[src/rtl/ebc_pkg.sv]
package ebc_pkg;

  typedef enum logic [2:0] {
    ACC_EXT,
    ACC_CS,
    ACC_WIDE,
    ACC_MC,
    ACC_BAD
  } acc_kind_e;

  typedef enum logic [2:0] {
    ST_IDLE,
    ST_ADR_H,
    ST_ADR_L,
    ST_DAT_H,
    ST_DAT_L,
    ST_HLD_H,
    ST_HLD_L
  } bus_st_e;

  // Classify an access from the number of chip-select and memory-controller hits
  function automatic acc_kind_e classify(input int unsigned n_cs, input int unsigned n_mc);
    if (n_mc == 0) begin
      if (n_cs == 0)      return ACC_EXT;
      else if (n_cs == 1) return ACC_CS;
      else                return ACC_WIDE;
    end
    if (n_mc == 1 && n_cs == 0) return ACC_MC;
    return ACC_BAD;
  endfunction

endpackage

[src/rtl/ebc_half_phase.sv]
module ebc_half_phase (
  input  logic clk,
  input  logic rst_n,
  output logic low_half_o
);
  logic ph_q;

  always_ff @(posedge clk) begin
    if (!rst_n) ph_q <= 1'b0;
    else        ph_q <= ~ph_q;
  end

  assign low_half_o = ph_q;
endmodule

[src/rtl/ebc_wait_ctr.sv]
module ebc_wait_ctr #(
  parameter int WW = 4
) (
  input  logic          clk,
  input  logic          rst_n,
  input  logic          load_i,
  input  logic [WW-1:0] val_i,
  input  logic          dec_i,
  output logic          zero_o
);
  logic [WW-1:0] cnt_q;

  always_ff @(posedge clk) begin
    if (!rst_n)               cnt_q <= '0;
    else if (load_i)          cnt_q <= val_i;
    else if (dec_i && !zero_o) cnt_q <= cnt_q - 1'b1;
  end

  assign zero_o = (cnt_q == '0);
endmodule

[src/rtl/ebc_region_decode.sv]
module ebc_region_decode
  import ebc_pkg::*;
#(
  parameter int NCS = 4,
  parameter int NMC = 2,
  parameter int WW  = 4
) (
  input  logic [NCS-1:0]    cs_hit_i,
  input  logic [NMC-1:0]    mc_hit_i,
  input  logic [NCS*WW-1:0] cs_wait_i,
  input  logic [NCS-1:0]    cs_iack_i,
  input  logic [NMC*WW-1:0] mc_wait_i,
  input  logic [NMC-1:0]    mc_iack_i,
  output acc_kind_e         kind_o,
  output logic              int_ack_o,
  output logic [WW-1:0]     wait_o
);
  function automatic int unsigned pop_cs(input logic [NCS-1:0] v);
    int unsigned n = 0;
    for (int i = 0; i < NCS; i++) n += int'(v[i]);
    return n;
  endfunction

  function automatic int unsigned pop_mc(input logic [NMC-1:0] v);
    int unsigned n = 0;
    for (int i = 0; i < NMC; i++) n += int'(v[i]);
    return n;
  endfunction

  logic [WW-1:0] cs_w_sel, mc_w_sel;
  logic          cs_a_sel, mc_a_sel;

  // Only consulted when exactly one hit is present, so an OR over hits selects it
  always_comb begin
    cs_w_sel = '0;
    cs_a_sel = 1'b0;
    for (int i = 0; i < NCS; i++) begin
      if (cs_hit_i[i]) begin
        cs_w_sel = cs_w_sel | cs_wait_i[i*WW +: WW];
        cs_a_sel = cs_a_sel | cs_iack_i[i];
      end
    end
    mc_w_sel = '0;
    mc_a_sel = 1'b0;
    for (int j = 0; j < NMC; j++) begin
      if (mc_hit_i[j]) begin
        mc_w_sel = mc_w_sel | mc_wait_i[j*WW +: WW];
        mc_a_sel = mc_a_sel | mc_iack_i[j];
      end
    end
  end

  always_comb begin
    kind_o = classify(pop_cs(cs_hit_i), pop_mc(mc_hit_i));
    unique case (kind_o)
      ACC_CS:  begin int_ack_o = cs_a_sel; wait_o = cs_w_sel; end
      ACC_MC:  begin int_ack_o = mc_a_sel; wait_o = mc_w_sel; end
      ACC_BAD: begin int_ack_o = 1'b1;     wait_o = '0;       end
      default: begin int_ack_o = 1'b0;     wait_o = '0;       end
    endcase
  end
endmodule

[src/rtl/ebc_bus_ctrl.sv]
module ebc_bus_ctrl
  import ebc_pkg::*;
#(
  parameter int AW  = 32,
  parameter int DW  = 32,
  parameter int ATW = 4,
  parameter int NCS = 4,
  parameter int NMC = 2,
  parameter int WW  = 4
) (
  input  logic              clk,
  input  logic              rst_n,
  input  logic              req_i,
  input  logic [AW-1:0]     req_addr_i,
  input  logic [ATW-1:0]    req_attr_i,
  input  logic              req_rd_i,
  input  logic [DW-1:0]     req_wdata_i,
  input  logic [NCS-1:0]    cs_hit_i,
  input  logic [NMC-1:0]    mc_hit_i,
  input  logic [NCS*WW-1:0] cs_wait_i,
  input  logic [NCS-1:0]    cs_iack_i,
  input  logic [NMC*WW-1:0] mc_wait_i,
  input  logic [NMC-1:0]    mc_iack_i,
  input  logic              ta_n_i,
  input  logic [DW-1:0]     data_i,
  output logic              bclk_o,
  output logic [AW-1:0]     addr_o,
  output logic [ATW-1:0]    attr_o,
  output logic              rd_o,
  output logic              ts_n_o,
  output logic              as_n_o,
  output logic [DW-1:0]     data_o,
  output logic              data_oe_o,
  output logic              done_o,
  output logic [DW-1:0]     rdata_o,
  output logic              err_o,
  output logic              wide_o
);
  bus_st_e       st_q, st_d;
  logic          low_half;
  acc_kind_e     dec_kind, kind_q;
  logic          dec_iack, iack_q;
  logic [WW-1:0] dec_wait;
  logic          wait_zero;
  logic [AW-1:0] addr_q;
  logic [ATW-1:0] attr_q;
  logic          rd_q;
  logic [DW-1:0] wdata_q, rdata_q;

  // Named internal events, observed by the checker
  logic busy, acc_start, ack_hit;

  ebc_half_phase u_phase (
    .clk        (clk),
    .rst_n      (rst_n),
    .low_half_o (low_half)
  );

  ebc_region_decode #(.NCS(NCS), .NMC(NMC), .WW(WW)) u_dec (
    .cs_hit_i  (cs_hit_i),
    .mc_hit_i  (mc_hit_i),
    .cs_wait_i (cs_wait_i),
    .cs_iack_i (cs_iack_i),
    .mc_wait_i (mc_wait_i),
    .mc_iack_i (mc_iack_i),
    .kind_o    (dec_kind),
    .int_ack_o (dec_iack),
    .wait_o    (dec_wait)
  );

  assign busy      = (st_q != ST_IDLE);
  assign acc_start = (st_q == ST_IDLE) && low_half && req_i;
  assign ack_hit   = (st_q == ST_DAT_L) && (iack_q ? wait_zero : !ta_n_i);

  ebc_wait_ctr #(.WW(WW)) u_wait (
    .clk    (clk),
    .rst_n  (rst_n),
    .load_i (acc_start),
    .val_i  (dec_wait),
    .dec_i  (st_q == ST_DAT_L),
    .zero_o (wait_zero)
  );

  always_comb begin
    st_d = st_q;
    unique case (st_q)
      ST_IDLE:  if (acc_start) st_d = ST_ADR_H;
      ST_ADR_H: st_d = ST_ADR_L;
      ST_ADR_L: st_d = ST_DAT_H;
      ST_DAT_H: st_d = ST_DAT_L;
      ST_DAT_L: st_d = ack_hit ? ST_HLD_H : ST_DAT_H;
      ST_HLD_H: st_d = ST_HLD_L;
      ST_HLD_L: st_d = ST_IDLE;
      default:  st_d = ST_IDLE;
    endcase
  end

  always_ff @(posedge clk) begin
    if (!rst_n) begin
      st_q    <= ST_IDLE;
      kind_q  <= ACC_EXT;
      iack_q  <= 1'b0;
      addr_q  <= '0;
      attr_q  <= '0;
      rd_q    <= 1'b1;
      wdata_q <= '0;
      rdata_q <= '0;
    end else begin
      st_q <= st_d;
      if (acc_start) begin
        kind_q  <= dec_kind;
        iack_q  <= dec_iack;
        addr_q  <= req_addr_i;
        attr_q  <= req_attr_i;
        rd_q    <= req_rd_i;
        wdata_q <= req_wdata_i;
      end
      if (ack_hit && rd_q) rdata_q <= data_i;
    end
  end

  assign bclk_o    = ~low_half;
  assign addr_o    = addr_q;
  assign attr_o    = attr_q;
  assign rd_o      = rd_q;
  assign data_o    = wdata_q;
  assign rdata_o   = rdata_q;
  assign ts_n_o    = !(st_q == ST_ADR_H || st_q == ST_ADR_L);
  assign as_n_o    = !(st_q == ST_ADR_L || st_q == ST_DAT_H || st_q == ST_DAT_L);
  assign data_oe_o = !rd_q && (st_q == ST_DAT_H || st_q == ST_DAT_L ||
                               st_q == ST_HLD_H || st_q == ST_HLD_L);
  assign done_o    = (st_q == ST_HLD_H);
  assign err_o     = done_o && (kind_q == ACC_BAD);
  assign wide_o    = busy && (kind_q == ACC_WIDE);
endmodule

[config.mk]
export PLATFORM = sky130hd
export DESIGN_NAME = ebc_bus_ctrl
export DESIGN_NICKNAME = d
export VERILOG_FILES = /design/src/rtl/ebc_pkg.sv /design/src/rtl/ebc_half_phase.sv /design/src/rtl/ebc_wait_ctr.sv /design/src/rtl/ebc_region_decode.sv /design/src/rtl/ebc_bus_ctrl.sv
export SDC_FILE = /design/constraint.sdc
export NUM_CORES = 1
export LEC_CHECK = 0
export BUFFER_PORTS_ARGS = -buffer_cell sky130_fd_sc_hd__buf_2
export CAP_MARGIN = 0
export CORE_ASPECT_RATIO = 0.8
export CORE_MARGIN = 2
export CORE_UTILIZATION = 35
export CTS_CLUSTER_DIAMETER = 40
export DETAILED_ROUTE_END_ITERATION = 7
export MAX_ROUTING_LAYER = met4
export PLACE_DENSITY = 0.73
export SYNTH_ARGS = -nofsm -noshare
export SYNTH_HDL_FRONTEND = slang
export SYNTH_SLANG_ARGS = --single-unit
[constraint.sdc]
create_clock -name clk -period 6.9 [get_ports clk]
set_input_delay 1.38 -clock clk [delete_from_list [all_inputs] [get_ports clk]]
set_output_delay 1.38 -clock clk [all_outputs]
set_load 0.005 [all_outputs]
==> flow_metrics.py <==
metrics = {
    "worst_setup_path": {
        "crit_path_start": "cs_hit_i[0]",
        "required_ns": 7.22,
        "cp-end-kind": "flip-flop",
        "worstSetupPathType": "in -> reg",
        "cp_max_fo": 6,
        "ff2ff_setup_slack_ns": 4.70,
        "r2r-start": "st_q[2]",
        "critPathArrivalTime_ns": 3.52,
        "worstSetupStartpointType": "input pin",
    },
    "finish": {
        "drive_gt1_share_pct": 36.25,
        "area_growth_pct": 41.69,
        "antennaDiodeCount": 0,
        "nets": 934,
        "fillers": 1204,
    },
    "timing": {
        "slew_headroom_pct": 47.14,
        "max_freq_mhz": 312.9,
        "period_minus_slack_ns": 3.196,
        "hold_viol": 0,
        "setup_tns_ns": 0,
        "skew_ns": 0.01089,
        "rsz0062_at_grt": "no",
        "setup_viol_count_final": 0,
        "worstMarginPinSlew_ns": 0.7929,
        "finalCritPeriodShare_pct": 46.32,
        "final-max-slew-violation-count": 0,
    },
    "clock_network": {
        "clk_pin_slew_ns": 0.05,
        "tritoncts": "yes",
        "cts_setup_buffers": 0,
        "clk_path_buf_depth": 2,
        "cts_num_sinks": 113,
        "htree_levels": 4,
        "cts_resized": 0,
        "ctsHoldBuffers": 0,
        "cts_buffers": 17,
        "cts_root_buf": "clkbuf_16",
        "clock_latency_ns": 0.40,
    },
    "yosys": {
        "synthFlopType": "dfxtp_1",
        "synth.area.top_cells": "dfxtp_1, nand2_1, a21oi_1",
        "synthArstFlopShare_pct": 0,
        "synth_most_common_cell": "nand2_1",
        "ys_types": 42,
        "yosys.area.top_type": "dfxtp_1",
        "synth_commonest_cells": "nand2_1, dfxtp_1, a21oi_1",
        "synth_edf_count": 0,
        "syn_avg_cell_area_um2": 7.998,
        "yosysWarnings": 0,
        "syn_area_mm2": 0.004463,
        "synth-seq-cells": 113,
        "syn_inst": 558,
        "syn_nets": 704,
        "ys_seq_area_share_pct": 50.69,
        "synthDominantCellAreaShare_pct": 50.69,
    },
    "placement": {
        "hpwlAfterDp_um": 8704,
        "place.gp.congestion": 0.7879,
        "port_buffers": 248,
    },
    "pwr": {
        "peakVddDrop_v": 0.0001440,
        "p_per_area_mw_per_mm2": 266.2,
        "power_mw": 1.683,
        "leakage_nw": 2.925,
    },
    "run_status": {
        "status": "completed",
    },
    "flow_run": {
        "drv_cap": 0,
    },
    "die": {
        "die_area_mm2": 0.01368,
        "core-area_mm2": 0.01230,
        "num_rows": 36,
        "die_x_um": 130.3,
        "ios": 249,
        "start_util_pct": 36.29,
        "chipHeight_um": 105,
    },
    "detailed_routing": {
        "vias_per_cell": 4.654,
        "dr.pass1.iters": 4,
        "wl_per_cell_um": 12.51,
        "drtIter0Drc": 184,
        "via_count": 4519,
        "ant_nets": 0,
        "wl_um": 12150,
        "drc": 0,
    },
    "min_path": {
        "hold_path.class": "reg -> reg",
        "worstHoldStart": "rdata_o[28]",
    },
    "global_routing": {
        "track_usage_pct": 18.44,
        "grt_overflow": 0,
        "grt_max_degree": 75,
        "antenna_found_initial": 0,
        "grt_pass1_wl_um": 19680,
        "grt_pass1_vias": 4252,
    },
}
==> routing by layer <==
metal	routed length [um]	track usage, %	vias up
li1	-	-	2341
met1	5427	21.46	2005
met2	5680	29.39	151
met3	758	4.864	22
met4	284	8.986	0
met5	0	-	-
==> through the flow <==
step	std cells	util (%)	hold WS (ns)	cell area [um^2]	setup WS, ns
6_report	971	51.42	0.4419	6324	3.704
5_1_grt	971	51.42	0.4633	6324	3.534
4_1_cts	971	51.42	0.4448	6324	3.732
3_3_place_gp	940	46.78	0.4343	5753	3.375
3_5_place_dp	940	46.78	0.4360	5753	3.312
2_1_floorplan	558	-	0.4341	4463	3.635
==> area by class of cell <==
class	count	area, um^2	area share, %
clock buffers	20	456.7	7.222
flip-flops and latches	113	2262	35.77
multi-input cells	391	1953	30.89
well taps	171	214.0	3.383
clock inverters	11	113.9	1.801
inverters	12	45.04	0.7123
repair buffers	253	1279	20.22
==> power breakdown <==
| part | switching [mW] | internal, mW | leakage (nW) |
|---|---|---|---|
| registers | 0.0153 | 0.677 | 0.916 |
| clock network | 0.289 | 0.544 | 0.281 |
| logic | 0.0848 | 0.0727 | 1.73 |
| total | 0.390 | 1.29 | 2.92 |
==> critical path: stages <==
cell	delay [ns]
buf_2	0.13
ha_1	0.28
inv_1	0.05
fa_1	0.35
inv_1	0.06
ha_1	0.25
or4b_1	0.62
a21oi_1	0.18
a21oi_1	0.06
o22ai_1	0.15
==> cells by family after synthesis <==
kind of cell	after synthesis	share of synthesized area (%)
AND/OR/NAND/NOR	238	22.96
AO/OA/AOI/OAI	144	18.05
flip-flops	113	50.69
buffers and inverters	54	5.859
adder cells (fa/ha/maj)	5	1.570
XOR/XNOR	2	0.3926
multiplexers	2	0.4766
==> registers in the layout, indices dropped and copies added (netlist names) <==
| signal | count |
|---|---|
| addr_o | 32 |
| attr_o | 4 |
| data_o | 32 |
| iack_q | 1 |
| kind_q | 3 |
| rd_o | 1 |
| rdata_o | 32 |
| st_q | 3 |
| u_phase.low_half_o | 1 |
| u_wait.cnt_q | 4 |
==> layout by cell type (no fill, tap or decap), drive strengths merged, types with 3 or more instances in the layout <==
cell type / count
a211oi: 3
a21oi: 79
a22o: 5
a22oi: 8
and3: 3
buf: 253
clkbuf: 20
clkinv: 7
dfxtp: 113
ha: 4
inv: 12
nand2: 179
nand3: 34
nand4bb: 3
nor2: 5
nor3: 4
o21ai: 37
o22ai: 3
==> final timing paths <==
check / to / cells past startpoint
worst max-delay path: u_wait.cnt_q[0] / 10
worst min-delay path: rdata_o[28] / 2
worst max register to register: addr_o[16] / 5
worst min register to register: rdata_o[28] / 2
Note: power is estimated with default switching activity, not from simulation.
